**config.mk**
```make
export PLATFORM = sky130hd
export DESIGN_NAME = mbox_handoff
export DESIGN_NICKNAME = d
export VERILOG_FILES = /design/src/rtl/mbox_pkg.sv /design/src/rtl/mbox_owner.sv /design/src/rtl/mbox_store.sv /design/src/rtl/mbox_rdmux.sv /design/src/rtl/mbox_handoff.sv
export SDC_FILE = /design/constraint.sdc
export NUM_CORES = 1
export LEC_CHECK = 0
export BUFFER_PORTS_ARGS = -buffer_cell sky130_fd_sc_hd__buf_2
export CELL_PAD_IN_SITES_DETAIL_PLACEMENT = 2
export CELL_PAD_IN_SITES_GLOBAL_PLACEMENT = 2
export CORE_ASPECT_RATIO = 1.5
export CORE_MARGIN = 5
export CORE_UTILIZATION = 31
export CTS_CLUSTER_DIAMETER = 60
export DETAILED_ROUTE_END_ITERATION = 6
export PLACE_DENSITY = 0.93
export SLEW_MARGIN = 20
export SYNTH_ARGS = -nofsm -noshare
export SYNTH_HDL_FRONTEND = slang
export SYNTH_SLANG_ARGS = --single-unit
```
**constraint.sdc**
```tcl
create_clock -name clk -period 2.82 [get_ports clk]
set_input_delay 0.141 -clock clk [delete_from_list [all_inputs] [get_ports clk]]
set_output_delay 0.141 -clock clk [all_outputs]
set_load 0.01 [all_outputs]
```
**src/rtl/mbox_pkg.sv**
```systemverilog
package mbox_pkg;

    localparam int WORD_W = 32;

    // Layout of the last word; the owner flag is the top bit.
    typedef struct packed {
        logic       owner;
        logic [5:0] rsvd_hi;
        logic       rq_reset_flag;
        logic [7:0] rsvd_mid;
        logic [7:0] status;
        logic       dir;
        logic       rsvd_lo;
        logic [2:0] version;
        logic [2:0] mtype;
    } ctl_word_t;

    function automatic ctl_word_t seal_ctl(input logic [WORD_W-2:0] body, input logic own);
        return ctl_word_t'({own, body});
    endfunction

endpackage

```
**src/rtl/mbox_owner.sv**
```systemverilog
module mbox_owner (
    input  logic clk,
    input  logic rst,
    input  logic claim_req,
    input  logic release_req,
    output logic owned,
    output logic claim_grant,
    output logic release_grant,
    output logic req_pulse
);
    logic owned_q;
    logic pulse_q;

    assign claim_grant   = claim_req && !owned_q;
    assign release_grant = release_req && owned_q;

    always_ff @(posedge clk) begin
        if (rst) begin
            owned_q <= 1'b0;
            pulse_q <= 1'b0;
        end else begin
            pulse_q <= claim_grant;
            if (claim_grant)
                owned_q <= 1'b1;
            else if (release_grant)
                owned_q <= 1'b0;
        end
    end

    assign owned     = owned_q;
    assign req_pulse = pulse_q;

    assert_reset_R1: assert property (@(posedge clk) disable iff (rst)
        $past(rst) |-> (!owned && !req_pulse));
    assert_claim_R3: assert property (@(posedge clk) disable iff (rst)
        (claim_req && !owned) |=> (owned && req_pulse));
    assert_pulse_once_R4: assert property (@(posedge clk) disable iff (rst)
        req_pulse |=> !req_pulse);
    assert_release_R6: assert property (@(posedge clk) disable iff (rst)
        (release_req && owned) |=> !owned);
    assert_no_release_R7: assert property (@(posedge clk) disable iff (rst)
        (release_req && !owned && !claim_req) |=> !owned);

endmodule

```
**src/rtl/mbox_store.sv**
```systemverilog
module mbox_store
    import mbox_pkg::*;
#(
    parameter int N_DW  = 8,
    parameter int IDX_W = $clog2(N_DW)
) (
    input  logic                     clk,
    input  logic                     rst,
    input  logic                     wr_grant,
    input  logic [IDX_W-1:0]         wr_idx,
    input  logic [WORD_W-1:0]        wr_data,
    input  logic                     ctl_grant,
    input  logic [WORD_W-2:0]        ctl_body,
    input  logic                     owner,
    output logic [N_DW*WORD_W-1:0]   words
);
    localparam int LAST = N_DW - 1;

    for (genvar i = 0; i < N_DW; i++) begin : g_word
        if (i == LAST) begin : g_ctl
            logic [WORD_W-2:0] body_q;
            ctl_word_t         view;
            always_ff @(posedge clk) begin
                if (rst)
                    body_q <= '0;
                else if (wr_grant && wr_idx == IDX_W'(i))
                    body_q <= wr_data[WORD_W-2:0];
                else if (ctl_grant)
                    body_q <= ctl_body;
            end
            assign view = seal_ctl(body_q, owner);
            assign words[i*WORD_W +: WORD_W] = view;
        end else begin : g_data
            logic [WORD_W-1:0] data_q;
            always_ff @(posedge clk) begin
                if (rst)
                    data_q <= '0;
                else if (wr_grant && wr_idx == IDX_W'(i))
                    data_q <= wr_data;
            end
            assign words[i*WORD_W +: WORD_W] = data_q;
        end
    end

endmodule

```
**src/rtl/mbox_rdmux.sv**
```systemverilog
module mbox_rdmux
    import mbox_pkg::*;
#(
    parameter int N_DW  = 8,
    parameter int IDX_W = $clog2(N_DW)
) (
    input  logic [N_DW*WORD_W-1:0] words,
    input  logic [IDX_W-1:0]       idx,
    input  logic                   force_ones,
    output logic [WORD_W-1:0]      rdata
);
    always_comb begin
        rdata = '0;
        for (int i = 0; i < N_DW; i++)
            if (idx == IDX_W'(i))
                rdata = words[i*WORD_W +: WORD_W];
        if (force_ones)
            rdata = '1;
    end

endmodule

```
**src/rtl/mbox_handoff.sv**
```systemverilog
module mbox_handoff
    import mbox_pkg::*;
#(
    parameter  int N_DW  = 8,
    localparam int IDX_W = $clog2(N_DW),
    localparam int MSG_W = N_DW * WORD_W
) (
    input  logic              clk,
    input  logic              rst,
    input  logic              rq_in_reset,
    input  logic [IDX_W-1:0]  rq_addr,
    input  logic              rq_wr_en,
    input  logic [WORD_W-1:0] rq_wdata,
    output logic [WORD_W-1:0] rq_rdata,
    output logic              rsp_req_valid,
    output logic [MSG_W-1:0]  rsp_msg,
    output logic              rsp_owns,
    input  logic              rsp_wr_en,
    input  logic [WORD_W-2:0] rsp_hdr
);
    localparam int LAST = N_DW - 1;

    logic owned, claim_grant, release_grant, req_pulse;
    logic rq_grant;
    logic hits_last;
    logic [MSG_W-1:0] words;

    assign hits_last = (rq_addr == IDX_W'(LAST));

    mbox_owner u_owner (
        .clk          (clk),
        .rst          (rst),
        .claim_req    (rq_wr_en && hits_last),
        .release_req  (rsp_wr_en),
        .owned        (owned),
        .claim_grant  (claim_grant),
        .release_grant(release_grant),
        .req_pulse    (req_pulse)
    );

    // Lower words share the owner gate with the handoff word.
    assign rq_grant = rq_wr_en && !owned;

    mbox_store #(.N_DW(N_DW), .IDX_W(IDX_W)) u_store (
        .clk      (clk),
        .rst      (rst),
        .wr_grant (rq_grant),
        .wr_idx   (rq_addr),
        .wr_data  (rq_wdata),
        .ctl_grant(release_grant),
        .ctl_body (rsp_hdr),
        .owner    (owned),
        .words    (words)
    );

    mbox_rdmux #(.N_DW(N_DW), .IDX_W(IDX_W)) u_rdmux (
        .words     (words),
        .idx       (rq_addr),
        .force_ones(rq_in_reset),
        .rdata     (rq_rdata)
    );

    assign rsp_msg       = words;
    assign rsp_owns      = owned;
    assign rsp_req_valid = req_pulse;

    assert_locked_R5: assert property (@(posedge clk) disable iff (rst)
        (rq_wr_en && owned) |=> $stable(rsp_msg[LAST*WORD_W-1:0]));
    assert_hdr_load_R6: assert property (@(posedge clk) disable iff (rst)
        (rsp_wr_en && owned) |=> (rsp_msg[MSG_W-2 -: WORD_W-1] == $past(rsp_hdr)));
    assert_ignored_R7: assert property (@(posedge clk) disable iff (rst)
        (rsp_wr_en && !owned && !rq_wr_en) |=> $stable(rsp_msg));
    assert_flag_bit_R3: assert property (@(posedge clk) disable iff (rst)
        rsp_msg[MSG_W-1] == rsp_owns);

endmodule

```
# == Word-level counts from Yosys, hierarchy flattened ==
# Cells that the tools add are included.
# word_totals
regBits,257
# op_classes
n_mux,13
eq_ne,7
reduce_logical,16
# op_table
operator,count
32-bit 2-to-1 mux,9
31-bit 2-to-1 mux,2
"3-bit == test, second input constant",4
1-bit logical AND,12
"3-bit by 2-bit == test with 1-bit output, second input constant",2
2-bit nonzero test,2
"3-bit by 1-bit == test with 1-bit output, second input constant",1
3-bit zero test,1
1-bit 2-to-1 mux,2
1-bit zero test,1

# == Depth between registers and ports, before layout ==
# Gate-level depths: netlist (run 1).
# depth
word_depth,10
ltp_mapped,7
ltp_nobuf,4

# == Hierarchy ==
# Synthesis (run 1) repeated with hierarchy kept, for this count alone.
# unflattened
cells_unflattened,1435
area_unflattened_um2,11835.1
# by_module_without_submodules
module,n_inst,cells_each,seq_area_each_um2,area_per_inst_um2
mbox_store,1,1161,5104.9,9562.9
mbox_rdmux,1,264,0.0,2177.1
mbox_owner,1,8,40.0,80.1
mbox_handoff,1,2,0.0,15.0

# == Least setup slack after synthesis (run 1) ==
# Ideal clock, no wire load.
# synth_path
path_kind,flip-flop to flip-flop
startpoint,reg u_owner.owned_q (netlist: u_owner.owned)
endpoint,reg u_store.g_word[7].g_ctl.body_q[29]
stages_incl_launch_ff,7
t_arrival_ns,1.430
synth_period_minus_slack_ns,1.521
n_path_buf,3
path_slack_ns,1.299
setup_time_ns,0.091
cell_sequence,dfxtp_1 > buf_2 > and2_1 > buf_2 > clkbuf_1 > nand2_1 > a311oi_1
# synth_between
elab_chain_cells,4
word_cells_on_any_way,6
cone_classes,mux (1); reduce/logical (5)
# synth_lines
item,line_no,source
"start, declared",mbox_owner.sv:11,logic owned_q;
"start signal, assigned",mbox_owner.sv:19,owned_q <= 1'b0;
"start signal, assigned",mbox_owner.sv:24,owned_q <= 1'b1;
"start signal, assigned",mbox_owner.sv:26,owned_q <= 1'b0;
1-bit zero test,mbox_handoff.sv:42,assign rq_grant = rq_wr_en && !owned;
1-bit logical AND,mbox_handoff.sv:42,
1-bit logical AND,mbox_store.sv:26,else if (wr_grant && wr_idx == IDX_W'(i))
31-bit 2-to-1 mux / 2-bit nonzero test (equally long branches),n/a,
"end signal, assigned",mbox_store.sv:27,body_q <= wr_data[WORD_W-2:0];
"end signal, assigned",mbox_store.sv:29,body_q <= ctl_body;
"end, declared",mbox_store.sv:21,logic [WORD_W-2:0] body_q;
# Parallel ways exist; a longest one is shown, timed or not.
# A chain may end at the register's enable or synchronous reset.

# == Final worst setup path (run 1) ==
# Ends and elaborated chain as after synthesis.

==> results of run 1 <==
-- kinds of logic (layout without fill, tap and decap cells) --
group           after synthesis  count (layout)  synth area share
other cells                   0               2                 0
simple gates                588             588             0.192
buf+inv                     236             595            0.0906
compound gates              426             426             0.232
flops                       257             257             0.432
mux                          64              64            0.0538
-- final timing paths --
kind                                                    startpoint                                                to  slack, ns
setup / recovery                        u_owner.owned$_SDFFE_PP0P_   u_store.g_word[7].g_ctl.body_q[29]$_SDFFE_PP0P_       0.18
hold / removal                                                 rst  u_store.g_word[1].g_data.data_q[11]$_SDFFE_PP0P_       0.12
hold reg to reg   u_store.g_word[1].g_data.data_q[22]$_SDFFE_PP0P_  u_store.g_word[1].g_data.data_q[22]$_SDFFE_PP0P_       0.47
setup reg to reg                        u_owner.owned$_SDFFE_PP0P_   u_store.g_word[7].g_ctl.body_q[29]$_SDFFE_PP0P_       0.18
-- layer usage --
layer  up-vias  track usage
met5         -            0
met4         0        0.232
met3       323       0.0576
met2       954        0.590
met1      7247        0.357
li1       6006            -
-- timing repair --
action                     4_1_cts  5_1_grt
buffers inserted                 0        0
hold buffers                    81        0
hold endpoints to repair       255        0
gates resized for setup          0        1
setup endpoints to repair        0        2
-- layout make-up --
class                   instances  share of cell area
inverters                      64              0.0153
repair buffers                482               0.193
well taps                     495              0.0394
clock buffers                  38              0.0483
flip-flops and latches        257               0.327
clock inverters                11             0.00979
diodes                          2            0.000318
multi-input cells            1078               0.366
-- critical path, delay by kind of cell (launching register included) --
family | cells | cell delay, ns
flops | 1 | 0.52
compound gates | 1 | 0.33
buf+inv | 2 | 0.98
simple gates | 2 | 0.72
-- flip-flops by register name, summed over array words and instances (netlist names) --
signal                        count
u_owner.owned                     1
u_owner.req_pulse                 1
u_store.g_word.g_ctl.body_q      31
u_store.g_word.g_data.data_q    224
-- placed cells by master, fill, tap and decap left out, drive strengths merged, types with 2 or more instances in the layout --
master / instances
bufinv: 3
nor3: 3
and2: 3
or3: 2
inv: 65
a21oi: 235
o211ai: 32
nand3b: 2
mux2i: 64
clkbuf: 39
nor2: 27
or2: 3
o21ai: 32
nor2b: 2
dfxtp: 257
buf: 400
diode: 2
o32ai: 32
a22oi: 9
clkinv: 6
dlygate4sd3: 81
and3: 2
a311oi: 22
a221o: 64
nand2: 538
nand2b: 3
-- stage by stage --
step,total power [mW],hold slack [ns],instance area (sq um),utilization
2_1_floorplan,4.40,0.277,11900,-
6_report,8.79,0.123,15700,0.411
4_1_cts,8.76,0.116,15700,0.411
3_5_place_dp,4.86,0.423,14000,0.366
5_1_grt,9.02,0.170,15700,0.411
3_3_place_gp,4.80,0.407,14000,0.366
-- power groups by stage --
stage          clock, mW  combinational, mW  sequential [mW]
3_3_place_gp           0              0.918             3.89
2_1_floorplan          0              0.509             3.89
6_report            3.86               1.12             3.82
3_5_place_dp           0              0.964             3.89
5_1_grt             4.04               1.16             3.82
4_1_cts             3.88               1.07             3.81
==> metrics.cfg, run 1 <==
[floorplanning]
die_h_um=250
core.rowCount=88
start_util=0.312
fp.dieW_um=170
die_area_sq_mm=0.0425
ios=361
core-area_sq_mm=0.0382

[synth]
synth_cell_types=31
synthFlopType=dfxtp_1
synth_common_cells=nand2_1 (538), dfxtp_1 (257), a21oi_1 (235)
yosysTopAreaCell=dfxtp_1
yosys-top-cells-area=dfxtp_1 (43%), nand2_1 (17%), a21oi_1 (9.9%), a221o_1 (5.4%), mux2i_1 (5.4%)
async_flop_share=0
syn_area_per_cell_sq_um=7.58
synth_seq_cells=257
ys_warn_count=0
syn_inst=1571
synth_nets=1642
yosysMostFrequentCell=nand2_1
seq_area_frac_synth=0.432
synth_area_sq_mm=0.0119
synth-edff-count=0
synth_top_area_frac=0.432

[sta]
worst_slew_pin_slew_ns=1.07
post-route-period-util=0.935
hold_violations=0
setup_viol=0
fin_skew_ns=0.0448
tns_ns=0
fmax_mhz=379
postLayoutSetupSlackWorst_ns=0.184
fin_crit_ns=2.64
relSlewSlack=0.290
finalMaxSlewViolations=0
rsz0062_at_grt=false

[global_routing]
grt_max_degree=96
grt_antenna_before_repair=2
globalRouteOverflowTotal=0
grt_usage=0.334
grt_pass1_wl_um=109000
grt_pass1_vias=16300

[placed_design]
dpl_worst_slack_ns=0.462
dp.final_hpwl_um=45900
dp.cells=2295
port_buffers=360
routabilityCongestion=0.965

[routing]
drt_iter0_markers=1166
drc_errors=0
antenna_left=0
wl_um=74300
firstDrtPassIters=5
route.met3.wl_um=5440
wl_met2_um=37400
met1_length_um=25700
num_vias=14500
routedWlPerCell_um=30.6
routed_via_density=5.99
topRoutingLayerUsed=met4

[run_status]
outcome=complete, no violations

[power_and_ir_drop]
powerDensity_mw_per_mm2=560
p_leak_nw=6.36
vdd_ir_drop_max_mv=0.536
switchingPower_mw=2.53
p_sw_frac=0.288
power.internal_mw=6.26
seqPwrFrac=0.434
combPwrFrac=0.127
p_clk_frac=0.439

[final_layout]
multiInputGateArea_sq_mm=0.00576
syn_to_final_growth_pct=31.9
drive_above_1_share=0.241
fin_cells=2427
fillers=4287
nNetsFinal=1982
final-seq-area_sq_mm=0.00514

[worst_setup_path]
cp.arrival_ns=3.13
start_kind=register
critPathRequiredTime_ns=3.32
r2r_cells=5
cp_slowest_cell=dlygate4sd3_1
end_kind=register
crit_path_cell_trace=and2_2 -> buf_4 -> nand2_1 -> a311oi_1 -> dlygate4sd3_1
max_stage_delay_ns=0.59
path_class=reg2reg
critPathMaxFanout=17

[worst_hold_path]
holdPathStages=2
min_path_type=in2reg

[clock_network]
root_buffer=clkbuf_16
clock_path_buffers=3
numCtsBuffers=28
cts_sinks=257
tritoncts=built
cts.clk_slew.worst_paths_ns=0.07
htree_num_levels=1
clk_latency_ns=0.58

[run]
cap_violations=0

No activity file was read; power rests on OpenSTA's default activity.
==> run 2: changes to the inputs <==
--- a/config.mk
+++ b/config.mk
@@ -8,7 +8,6 @@
 export BUFFER_PORTS_ARGS = -buffer_cell sky130_fd_sc_hd__buf_2
 export CELL_PAD_IN_SITES_DETAIL_PLACEMENT = 2
 export CELL_PAD_IN_SITES_GLOBAL_PLACEMENT = 2
-export CORE_ASPECT_RATIO = 1.5
 export CORE_MARGIN = 5
 export CORE_UTILIZATION = 31
 export CTS_CLUSTER_DIAMETER = 60
==> run 2 against run 1 <==
  * Final cell count increased by 0.45%
  * Sequential share of layout area decreased by 0.23 points
  * Register-to-register slack got worse by 0.10 ns
  * Routed wire length decreased by 1.5%
  * Core utilization up 0.78 points
  * Via count is essentially flat
  * First-iteration DRC count fell by 7.5%
  * Setup slack worse by 0.10 ns
  * Global-route usage is 0.53 points lower
  * Critical path depth rose by 1
==> metrics.cfg, run 2 (same netlist as run 1, synthesis figures left out) <==
[worst_hold_path]
hold_start=rsp_hdr[8]
holdPathEnd=u_store.g_word[7].g_ctl.body_q[8]$_SDFFE_PP0P_
min_path_type=in2reg
holdPathStages=3  ; +1

[worst_setup_path]
crit_path_cell_trace=nor2b_1 -> nand2_2 -> buf_6 -> nor2_1 -> a311oi_1 -> dlygate4sd3_1
critPathTopFamily=buffers and inverters
cp.arrival_ns=3.20  ; +0.07 ns
end_kind=register
cp_slowest_cell=dfxtp_1
critPathRequiredTime_ns=3.28  ; -0.04 ns
r2r_slack_ns=0.08  ; -0.10 ns
r2r-start=u_owner.owned$_SDFFE_PP0P_
rr_endpoint=u_store.g_word[7].g_ctl.body_q[3]$_SDFFE_PP0P_
critPathMaxFanout=33  ; +16
max_stage_delay_ns=0.65  ; +0.06 ns
path_class=reg2reg
start_kind=register
r2r_cells=6  ; +1
path_buf_inv=2  ; unchanged

[routing]
antenna_left=0  ; unchanged
wl_um=73100  ; -1.5%
drc_errors=0  ; unchanged
firstDrtPassIters=5  ; unchanged
num_vias=14500  ; -0.089%
routedWlPerCell_um=30.0  ; -2.0%
routed_via_density=5.95  ; -0.54%
drt_iter0_markers=1079  ; -7.5%

[clock_network]
htree_num_levels=2  ; +1
cts_setup_buffers=0  ; unchanged
clock_path_buffers=3  ; unchanged
root_buffer=clkbuf_16
numCtsBuffers=34  ; +21%
cts.clk_slew.worst_paths_ns=0.06  ; about the same
cts_sinks=257  ; unchanged
tritoncts=built
clk_latency_ns=0.53  ; -0.05 ns

[placed_design]
routabilityCongestion=0.870  ; -9.8%
dp.final_hpwl_um=42900  ; -6.4%
port_buffers=360  ; unchanged
dp.cells=2305  ; +0.44%

[final_layout]
nNetsFinal=1969  ; -0.66%
drive_above_1_share=0.246  ; +0.00556
final_cell_mix=nand2_1 (534), buf_2 (356), dfxtp_1 (257), a21oi_1 (234), dlygate4sd3_1 (68)
regMostFlops=u_store.g_word.g_data.data_q
fin_cells=2438  ; +0.45%
syn_to_final_growth_pct=32.9
reg_top3=u_store.g_word.g_data.data_q (224), u_store.g_word.g_ctl.body_q (31)
largest_reg_flops=224  ; unchanged
fillers=4266  ; -0.49%
mostFrequentLayoutCell=nand2_1

[power_and_ir_drop]
p_leak_nw=6.38  ; +0.22%
p_clk_frac=0.480  ; +0.041
vdd_ir_drop_max_mv=0.311  ; -42%
switchingPower_mw=2.67  ; +5.6%
power.internal_mw=6.78  ; +8.2%
powerDensity_mw_per_mm2=597  ; +6.7%
combPwrFrac=0.117  ; -0.010
seqPwrFrac=0.404  ; -0.030
p_sw_frac=0.283  ; -0.00503

[sta]
rsz0062_at_grt=false
fmax_mhz=365  ; -3.8%
finalMaxSlewViolations=0  ; unchanged
fin_skew_ns=0.00987  ; -0.0350 ns
tns_ns=0  ; unchanged
post-route-period-util=0.971  ; +0.0366
hold_violations=0  ; unchanged
relSlewSlack=0.241  ; -0.0491
fin_crit_ns=2.74  ; +0.103 ns
worst_slew_pin_slew_ns=1.14  ; +0.0737 ns
setup_viol=0  ; unchanged

[global_routing]
grt_usage=0.329  ; -0.00525
globalRouteOverflowTotal=0  ; unchanged
grt_pass1_wl_um=106000  ; -2.7%
grt_max_degree=97  ; +1.0%
grt_pass1_vias=16300  ; -0.39%
grt_antenna_before_repair=2  ; unchanged

[run_status]
outcome=complete, no violations

[floorplanning]
fp.dieW_um=206  ; +21%
core-area_sq_mm=0.0378  ; -1.2%
start_util=0.315  ; +0.00373
die_area_sq_mm=0.0424  ; -0.19%
core.rowCount=71  ; -19%
ios=361  ; unchanged
die_h_um=206  ; -18%

[run]
cap_violations=0  ; unchanged

==> run 2: cell types whose count changed in the layout (fill, tap and decap cells not counted), moves of 3 or more <==
cell           change
clkbuf_16          +9
clkinv_2           +4
dlygate4sd3_1     -13
buf_12             +3
buf_4             -10
==> run 2: layout make-up <==
class                   instances  area [sq um]  share of cell area
multi-input cells            1078          5750               0.364
flip-flops and latches        257          5140               0.325
repair buffers                463          2900               0.183
clock buffers                  47          1000              0.0634
well taps                     511           639              0.0404
inverters                      64           240              0.0152
clock inverters                14           133             0.00838
diodes                          4          10.0            0.000633
==> run 2: how the worst max path moves through the flow <==
stage                               start                                         endpoint  slack (ns)  cells after the start
2_1_floorplan  u_owner.owned$_SDFFE_PP0P_  u_store.g_word[7].g_ctl.body_q[29]$_SDFFE_PP0P_        1.30                      6
3_3_place_gp                   rq_addr[1]                                     rq_rdata[27]        0.71                      8
3_5_place_dp   u_owner.owned$_SDFFE_PP0P_  u_store.g_word[6].g_data.data_q[9]$_SDFFE_PP0P_        0.56                      4
4_1_cts        u_owner.owned$_SDFFE_PP0P_  u_store.g_word[7].g_ctl.body_q[14]$_SDFFE_PP0P_        0.09                      6
5_1_grt        u_owner.owned$_SDFFE_PP0P_   u_store.g_word[7].g_ctl.body_q[4]$_SDFFE_PP0P_        0.01                      6
6_report       u_owner.owned$_SDFFE_PP0P_   u_store.g_word[7].g_ctl.body_q[3]$_SDFFE_PP0P_        0.08                      6
==> run 2: through the flow <==
stage	power [mW]	hold slack, ns	setup WS (ns)	utilization	area [sq um]
6_report	9.45	0.0404	0.0810	0.419	15800
5_1_grt	9.67	0.00719	0.0137	0.419	15800
4_1_cts	9.40	0.0292	0.0893	0.419	15800
3_5_place_dp	4.85	0.426	0.559	0.371	14000
3_3_place_gp	4.80	0.408	0.706	0.371	14000
2_1_floorplan	4.40	0.277	1.30	-	11900
==> run 2: power groups by stage <==
| stage | Combinational, mW | Sequential (mW) | Clock [mW] |
|---|---|---|---|
| 6_report | 1.10 | 3.82 | 4.53 |
| 5_1_grt | 1.14 | 3.82 | 4.71 |
| 4_1_cts | 1.06 | 3.81 | 4.53 |
| 3_5_place_dp | 0.964 | 3.88 | 0 |
| 3_3_place_gp | 0.921 | 3.87 | 0 |
| 2_1_floorplan | 0.509 | 3.89 | 0 |
==> run 2: layer usage <==
layer	routed length (um)	track usage	up-vias
met5	0	0	-
met4	4470	0.192	0
met3	5730	0.0733	318
met2	35900	0.577	926
met1	27000	0.366	7292
li1	-	-	5981
==> run 2: what timing repair did <==
| action | CTS | global route |
|---|---|---|
| gates resized for setup | 0 | 1 |
| hold buffers | 68 | 0 |
| endpoints found under the setup margin | 0 | 4 |
| endpoints found under the hold margin | 231 | 0 |
==> run 2: worst register-to-register path, delay by kind of cell, from the launching register on <==
family	cells	cell delay, ns
flops	1	0.65
buf+inv	2	1.03
compound gates	1	0.27
simple gates	3	0.73
